[src/rtl/irq_rollup_pkg.sv]
package irq_rollup_pkg;
  localparam int DATA_W  = 32;
  localparam int NUM_SRC = 5;
  localparam int ADDR_W  = 2;
  localparam logic [ADDR_W-1:0] PEND_ADDR = 2'd0;
  localparam logic [ADDR_W-1:0] MASK_ADDR = 2'd1;

  // bit position of each source inside the pending word
  localparam int SRC_POS [NUM_SRC] = '{0, 1, 2, 5, 6};

  function automatic logic [DATA_W-1:0] place_src(input logic [NUM_SRC-1:0] req);
    logic [DATA_W-1:0] v;
    v = '0;
    for (int k = 0; k < NUM_SRC; k++) v[SRC_POS[k]] = req[k];
    return v;
  endfunction

  function automatic logic [DATA_W-1:0] live_bits();
    return place_src({NUM_SRC{1'b1}});
  endfunction

  function automatic logic any_open(input logic [DATA_W-1:0] pend,
                                    input logic [DATA_W-1:0] mask);
    return |(pend & ~mask);
  endfunction
endpackage

[src/rtl/irq_pend_bank.sv]
module irq_pend_bank #(
  parameter int W = 32,
  parameter logic [W-1:0] LIVE = '1
) (
  input  logic         clk,
  input  logic         rst_n,
  input  logic [W-1:0] set_vec,
  input  logic         clr,
  output logic [W-1:0] pend_q,
  output logic [W-1:0] pend_d
);
  // sticky bits: a clear loses to a set arriving in the same cycle
  always_comb pend_d = ((clr ? '0 : pend_q) | set_vec) & LIVE;

  always_ff @(posedge clk or negedge rst_n) begin
    if (!rst_n) pend_q <= '0;
    else        pend_q <= pend_d;
  end
endmodule

[src/rtl/irq_mask_reg.sv]
module irq_mask_reg #(
  parameter int W = 32,
  parameter logic [W-1:0] LIVE = '1
) (
  input  logic         clk,
  input  logic         rst_n,
  input  logic         wr_en,
  input  logic [W-1:0] wdata,
  output logic [W-1:0] mask_q,
  output logic [W-1:0] mask_d
);
  always_comb mask_d = wr_en ? (wdata & LIVE) : mask_q;

  always_ff @(posedge clk or negedge rst_n) begin
    if (!rst_n) mask_q <= LIVE;
    else        mask_q <= mask_d;
  end
endmodule

[src/rtl/irq_rd_port.sv]
module irq_rd_port #(
  parameter int W = 32,
  parameter int AW = 2,
  parameter logic [AW-1:0] A_PEND = '0,
  parameter logic [AW-1:0] A_MASK = 1
) (
  input  logic          clk,
  input  logic          rst_n,
  input  logic          rd_ev,
  input  logic [AW-1:0] addr,
  input  logic [W-1:0]  pend_q,
  input  logic [W-1:0]  mask_q,
  output logic [W-1:0]  rdata,
  output logic          rvalid
);
  logic [W-1:0] sel_data;

  always_comb begin
    unique case (addr)
      A_PEND:  sel_data = pend_q;
      A_MASK:  sel_data = mask_q;
      default: sel_data = '0;
    endcase
  end

  always_ff @(posedge clk or negedge rst_n) begin
    if (!rst_n) begin
      rvalid <= 1'b0;
      rdata  <= '0;
    end else begin
      rvalid <= rd_ev;
      if (rd_ev) rdata <= sel_data;
    end
  end
endmodule

[src/rtl/irq_rollup.sv]
module irq_rollup
  import irq_rollup_pkg::*;
(
  input  logic              clk,
  input  logic              rst_n,
  input  logic              bus_req,
  input  logic              bus_we,
  input  logic [ADDR_W-1:0] bus_addr,
  input  logic [DATA_W-1:0] bus_wdata,
  output logic [DATA_W-1:0] bus_rdata,
  output logic              bus_rvalid,
  input  logic [NUM_SRC-1:0] src_req,
  output logic              sum_irq
);
  localparam logic [DATA_W-1:0] LIVE = live_bits();

  // named internal events, visible to the bound checker
  logic              rd_ev, rd_pend_ev, wr_mask_ev;
  logic [DATA_W-1:0] src_bits;
  logic [DATA_W-1:0] pend_q, pend_d, mask_q, mask_d;

  assign rd_ev      = bus_req & ~bus_we;
  assign rd_pend_ev = rd_ev & (bus_addr == PEND_ADDR);
  assign wr_mask_ev = bus_req & bus_we & (bus_addr == MASK_ADDR);
  assign src_bits   = place_src(src_req);

  irq_pend_bank #(.W(DATA_W), .LIVE(LIVE)) u_pend (
    .clk(clk), .rst_n(rst_n), .set_vec(src_bits), .clr(rd_pend_ev),
    .pend_q(pend_q), .pend_d(pend_d));

  irq_mask_reg #(.W(DATA_W), .LIVE(LIVE)) u_mask (
    .clk(clk), .rst_n(rst_n), .wr_en(wr_mask_ev), .wdata(bus_wdata),
    .mask_q(mask_q), .mask_d(mask_d));

  irq_rd_port #(.W(DATA_W), .AW(ADDR_W), .A_PEND(PEND_ADDR), .A_MASK(MASK_ADDR)) u_rd (
    .clk(clk), .rst_n(rst_n), .rd_ev(rd_ev), .addr(bus_addr),
    .pend_q(pend_q), .mask_q(mask_q), .rdata(bus_rdata), .rvalid(bus_rvalid));

  // summary taken from next-state words so it tracks the registers exactly
  always_ff @(posedge clk or negedge rst_n) begin
    if (!rst_n) sum_irq <= 1'b0;
    else        sum_irq <= any_open(pend_d, mask_d);
  end
endmodule

[config.mk]
export PLATFORM = sky130hd
export DESIGN_NAME = irq_rollup
export DESIGN_NICKNAME = d
export VERILOG_FILES = /design/src/rtl/irq_rollup_pkg.sv /design/src/rtl/irq_pend_bank.sv /design/src/rtl/irq_mask_reg.sv /design/src/rtl/irq_rd_port.sv /design/src/rtl/irq_rollup.sv
export SDC_FILE = /design/constraint.sdc
export NUM_CORES = 1
export LEC_CHECK = 0
export ABC_AREA = 1
export BUFFER_PORTS_ARGS = -buffer_cell sky130_fd_sc_hd__buf_2
export CAP_MARGIN = 20
export CORE_MARGIN = 5
export CORE_UTILIZATION = 45
export CTS_BUF_LIST = sky130_fd_sc_hd__clkbuf_8
export DETAILED_ROUTE_END_ITERATION = 8
export PLACE_DENSITY = 0.78
export SLEW_MARGIN = 25
export SYNTH_ARGS = -nofsm -noshare
export SYNTH_HDL_FRONTEND = slang
export SYNTH_SLANG_ARGS = --single-unit
[constraint.sdc]
create_clock -name clk -period 0.9 [get_ports clk]
set_input_delay 0.09 -clock clk [delete_from_list [all_inputs] [get_ports clk]]
set_output_delay 0.09 -clock clk [all_outputs]
set_load 0.02 [all_outputs]
## Word level (Yosys, flattened, before mapping)

Cells that the tools add are included.

- Register bits: 71
- Latch bits: 0
- Memory bits (writable): 0
- Memory bits (read-only): 0
- Bits of input ports: 43
- Word-level logic and storage cells: 19
- Memories kept: 0

- $add $sub $neg: 0
- $mul: 0
- Divide/modulo/power cells: 0
- $lt $le $gt $ge: 0
- Equality and inequality tests: 1
- Shifts and indexed selects: 0
- Multiplexer cells: 3
- Bitwise logic cells: 8
- Reduce and logical (&&, ||, !) cells: 2

Operators by type and width:

| cell | count |
|---|---|
| $pmux 32 s2 | 1 |
| $and 7x32->32 | 1 |
| $mux 32 | 1 |
| $not 32->32 | 1 |
| $reduce_or 32->1 | 1 |
| $mux 7 | 1 |
| $or 7x7->7 | 1 |
| $and 1x1->1 | 4 |
| $eq 2x1->1 const B | 1 |
| $logic_not 2->1 | 1 |
| $not 1->1 | 1 |

## Longest topological paths before layout

- Depth after elaboration: 7
- Mapped depth: 9
- Depth with buffers taken out: 9

## Hierarchy

From an unflattened synthesis, not the netlist that was laid out.

- Cell total of the unflattened synthesis: 526
- Area total of the unflattened synthesis: 3975.1 µm²

Modules (own cells, without submodules):

| module | times used | cells each | area each (µm²) | seq. area each (µm²) |
|---|---|---|---|---|
| irq_rd_port | 1 | 245 | 1860.5 | 825.8 |
| irq_mask_reg | 1 | 106 | 1119.8 | 807.0 |
| irq_pend_bank | 1 | 76 | 594.3 | 125.1 |
| irq_rollup | 1 | 99 | 400.4 | 25.0 |

## Worst setup path before layout

OpenSTA, ideal clock, no wires.

- Path kind: register to register
- Start: register u_mask.mask_q[0]
- End: register sum_irq
- Library setup time: 0.119 ns
- Arrival time: 0.843 ns
- Path slack: -0.061 ns
- Stages on the path, launching flop included: 8
- Path buffers: 0
- Cells stage by stage: dfstp_2 -> inv_1 -> nand2_1 -> o21ai_0 -> nand2_1 -> nand2_1 -> inv_1 -> nand2_1

- Longest elaborated chain between the ends: 4

Ends and longest elaborated chain:

| item | line | text |
|---|---|---|
| from (decl) | irq_mask_reg.sv:9 | `output logic [W-1:0] mask_q,` |
| from (signal assigned) | irq_mask_reg.sv:16 | `else mask_q <= mask_d;` |
| $mux 32 | irq_mask_reg.sv:12 | `always_comb mask_d = wr_en ? (wdata & LIVE) : mask_q;` |
| $not 32->32 | irq_rollup_pkg.sv:24 | `return \|(pend & ~mask);` |
| $and 7x32->32 | irq_rollup_pkg.sv:24 |  |
| $reduce_or 32->1 | irq_rollup_pkg.sv:24 |  |
| to (signal assigned) | irq_rollup.sv:42 | `else sum_irq <= any_open(pend_d, mask_d);` |
| to (decl) | irq_rollup.sv:13 | `output logic sum_irq` |

Every way passes these cells.
A chain may end at the register's enable or synchronous reset.

## Worst setup path after layout

- Start: register u_mask.mask_q[2]
- End: register sum_irq

Same word-level chain as after synthesis.

==> out/qor.yml <==
hold_viol_final: 0
fin_ws_ns: -0.1371
cellPowerDensity_nw_per_um2: 2072
final_cell_mix: "66 x dfrtp_1, 54 x nand2_1, 46 x inv_1"
synth_compound_area_share_pct: 6.880
syn_nets: 308
ant_nets: 0
root_buffer: "clkbuf_8"
synth.cell_area_um2: 2619
path_clk_slew_ns: 0.07
status: "finished with violations"
initial_core_util_pct: 46.98
drive_gt1_share_pct: 32.41
ys_seq_elements: 71
cellLeakagePower_nw: 1.891
gp_congestion: 0.7733
ios: 77
rsz0062_at_grt: "yes"
synth_cell_types: 16
core_area_um2: 5574
max-vdd-ir-drop_v: 0.001395
cts_buffer_depth: 2
final_util_pct: 66.37
viasPerCell: 4.564
violations: "negative setup slack"
endpoint_kind: "flop"
finalPower_mw: 7.668
grtUsageTotal_pct: 15.97
die_h_um: 86.29
synth-warning-count: 0
drt_iter0_markers: 66
cts_tree: "built"
layout_commonest_cell: "dfrtp_1"
syn_area_per_cell_um2: 9.882
cp.required_ns: 1.12
place_area_um2: 3029
grt_max_degree: 44
fmax_ghz: 0.9642
num_vias: 1976
die_x_um: 86.29
fillers: 443
path_common_cell: "nand2_1"
slew_headroom_pct: 81.92
fin_crit_sh_pct: 115.2
power_frac_seq_pct: 47.6
synthXorXnorAreaFrac_pct: 0
p_clk_share_pct: 34.7
cp_max_fo: 2
critPathKind: "reg2reg"
cp.arrival_ns: 1.26
dpl.hpwl_mm: 3.417
p_int_mw: 5.702
grt_pass1_wl_mm: 9.308
max_cap_viol_count: 0
dieArea_um2: 7445
cts-htree-levels: 3
placed_cells: 390
wirelength_mm: 5.385
ys_seq_area_share_pct: 68.08
cts_made_buffers: 9
nNetsFinal: 399
synth.mux.area_fraction_pct: 0
crit_start: "u_mask.mask_q[2]"
synthAdderAreaFrac_pct: 0
swShare_pct: 25.64
setup_viol: 37
clock-skew-final_ns: 0.006197
crit_chain: "inv_2, nand2_1, nand2_1, nand2_1, nand2_1, nor2_1, nand2_1"
hold_path_startpoint: "bus_wdata[1]"
cts_sinks: 71
hold_class: "in2reg"
antenna_found_initial: 0
placement.io_buffers: 49
fin_crit_ns: 1.037
grt_pass1_vias: 1967
fin_cells: 433
synth_top_family_by_area: "simple AND/OR/NAND/NOR gates"
multi_input_area_um2: 621.8
synthCells: 265
tightest_slew_ns: 0.2712
r2r_start: "u_mask.mask_q[2]"
fin_area_um2: 3700
drc_errors: 0
n_antenna_cell: 0
grt_overflow: 0
area_growth_pct: 41.28
cp-start-kind: "flop"
pwr-share-comb_pct: 17.7
register_area_um2: 1783
slowest_stage: "dfstp_2"
wire_per_inst_um: 12.44
core.rowCount: 27
power.switching_mw: 1.966
drv_slew: 0
first_pass_iters: 4
slowest_delay_ns: 0.53
synth-simple-area-share_pct: 16.34
clk_latency_ns: 0.34
==> stage by stage <==
step	setup WS [ns]	hold slack (ns)	setup TNS, ns
finish	-0.1371	0.05871	-1.965
global route	-0.2274	0.08593	-3.443
CTS	-0.1424	0.05401	-2.401
detailed placement	-0.1490	0.1047	-4.274
global placement	-0.1016	0.09820	-2.430
floorplan	-0.05573	-0.2056	-0.05573
==> state kept, by name, summed over array words and instances (netlist names) <==
| register | flops |
|---|---|
| sum_irq | 1 |
| u_mask.mask_q | 32 |
| u_rd.rdata | 32 |
| u_pend.pend_q | 5 |
| u_rd.rvalid | 1 |
==> layer usage <==
| metal | share of wire, % | global-route usage, % | up-vias |
|---|---|---|---|
| met4 | 1.3 | 6.799 | 0 |
| met3 | 4.6 | 3.517 | 8 |
| met1 | 44 | 21.17 | 947 |
| met5 | 0 | 0 | - |
| li1 | - | - | 975 |
| met2 | 50 | 25.44 | 46 |
==> path summary, 6_finish.rpt <==
check                      depth (start not counted)  slack [ns]                to
max                                                7       -0.14           sum_irq
min                                                5        0.06  u_mask.mask_q[1]
max reg2reg                                        7       -0.14           sum_irq
min reg2reg                                        2        0.49  u_mask.mask_q[7]
max in group asynchronous                          3        0.38  u_mask.mask_q[5]
min in group asynchronous                          3        0.29  u_mask.mask_q[8]
==> Yosys cell counts <==
master | instances | area (um2)
clkbuf_1 | 3 | 11.26
o211ai_1 | 4 | 30.03
dfrtp_1 | 66 | 1652
o21ai_1 | 4 | 20.02
nor2_2 | 2 | 12.51
buf_2 | 5 | 25.02
inv_1 | 48 | 180.2
nand3_1 | 7 | 35.03
a21oi_1 | 1 | 5.000
dfstp_2 | 5 | 131.4
nand2_2 | 5 | 31.28
nand2_1 | 58 | 217.7
o21ai_0 | 25 | 125.1
nor2_1 | 29 | 108.9
buf_6 | 1 | 11.26
nor2_4 | 2 | 22.52
==> cells by family (layout without fill, tap and decap cells) <==
logic type,Yosys count,in the layout
AND/OR/NAND/NOR,103,103
flip-flops,71,71
buffers and inverters,57,153
AO/OA/AOI/OAI,34,34
==> cell type report <==
class / instances / share of cell area (%)
clock buffer: 9 / 3.348
clock inverter: 7 / 2.266
inverter: 48 / 4.870
multi-input combinational: 137 / 16.81
sequential: 71 / 48.19
tap: 72 / 2.435
timing repair buffer: 89 / 22.08
==> power groups by stage <==
| stage | Sequential, mW | Combinational, mW | Clock (mW) |
|---|---|---|---|
| 4_1_cts | 3.64 | 1.30 | 2.70 |
| 6_report | 3.65 | 1.36 | 2.66 |
| 3_5_place_dp | 3.66 | 0.987 | 0 |
| 3_3_place_gp | 3.65 | 0.962 | 0 |
| 2_1_floorplan | 3.85 | 0.350 | 0 |
| 5_1_grt | 3.68 | 1.50 | 2.85 |
==> critical path: cells and delay by family, from the launching register on <==
family,cells,cell delay (ns)
buf+inv,1,0.04
simple gates,6,0.35
flops,1,0.53
==> repair_timing <==
item                                   in CTS  in global routing
pin swaps                                   3                  1
gates resized for setup                    74                 12
endpoints found under the hold margin      79                  0
setup buffers                              10                  8
hold buffers                                9                  0
setup endpoints to repair                  39                 39
(Power assumes the default switching activity.)
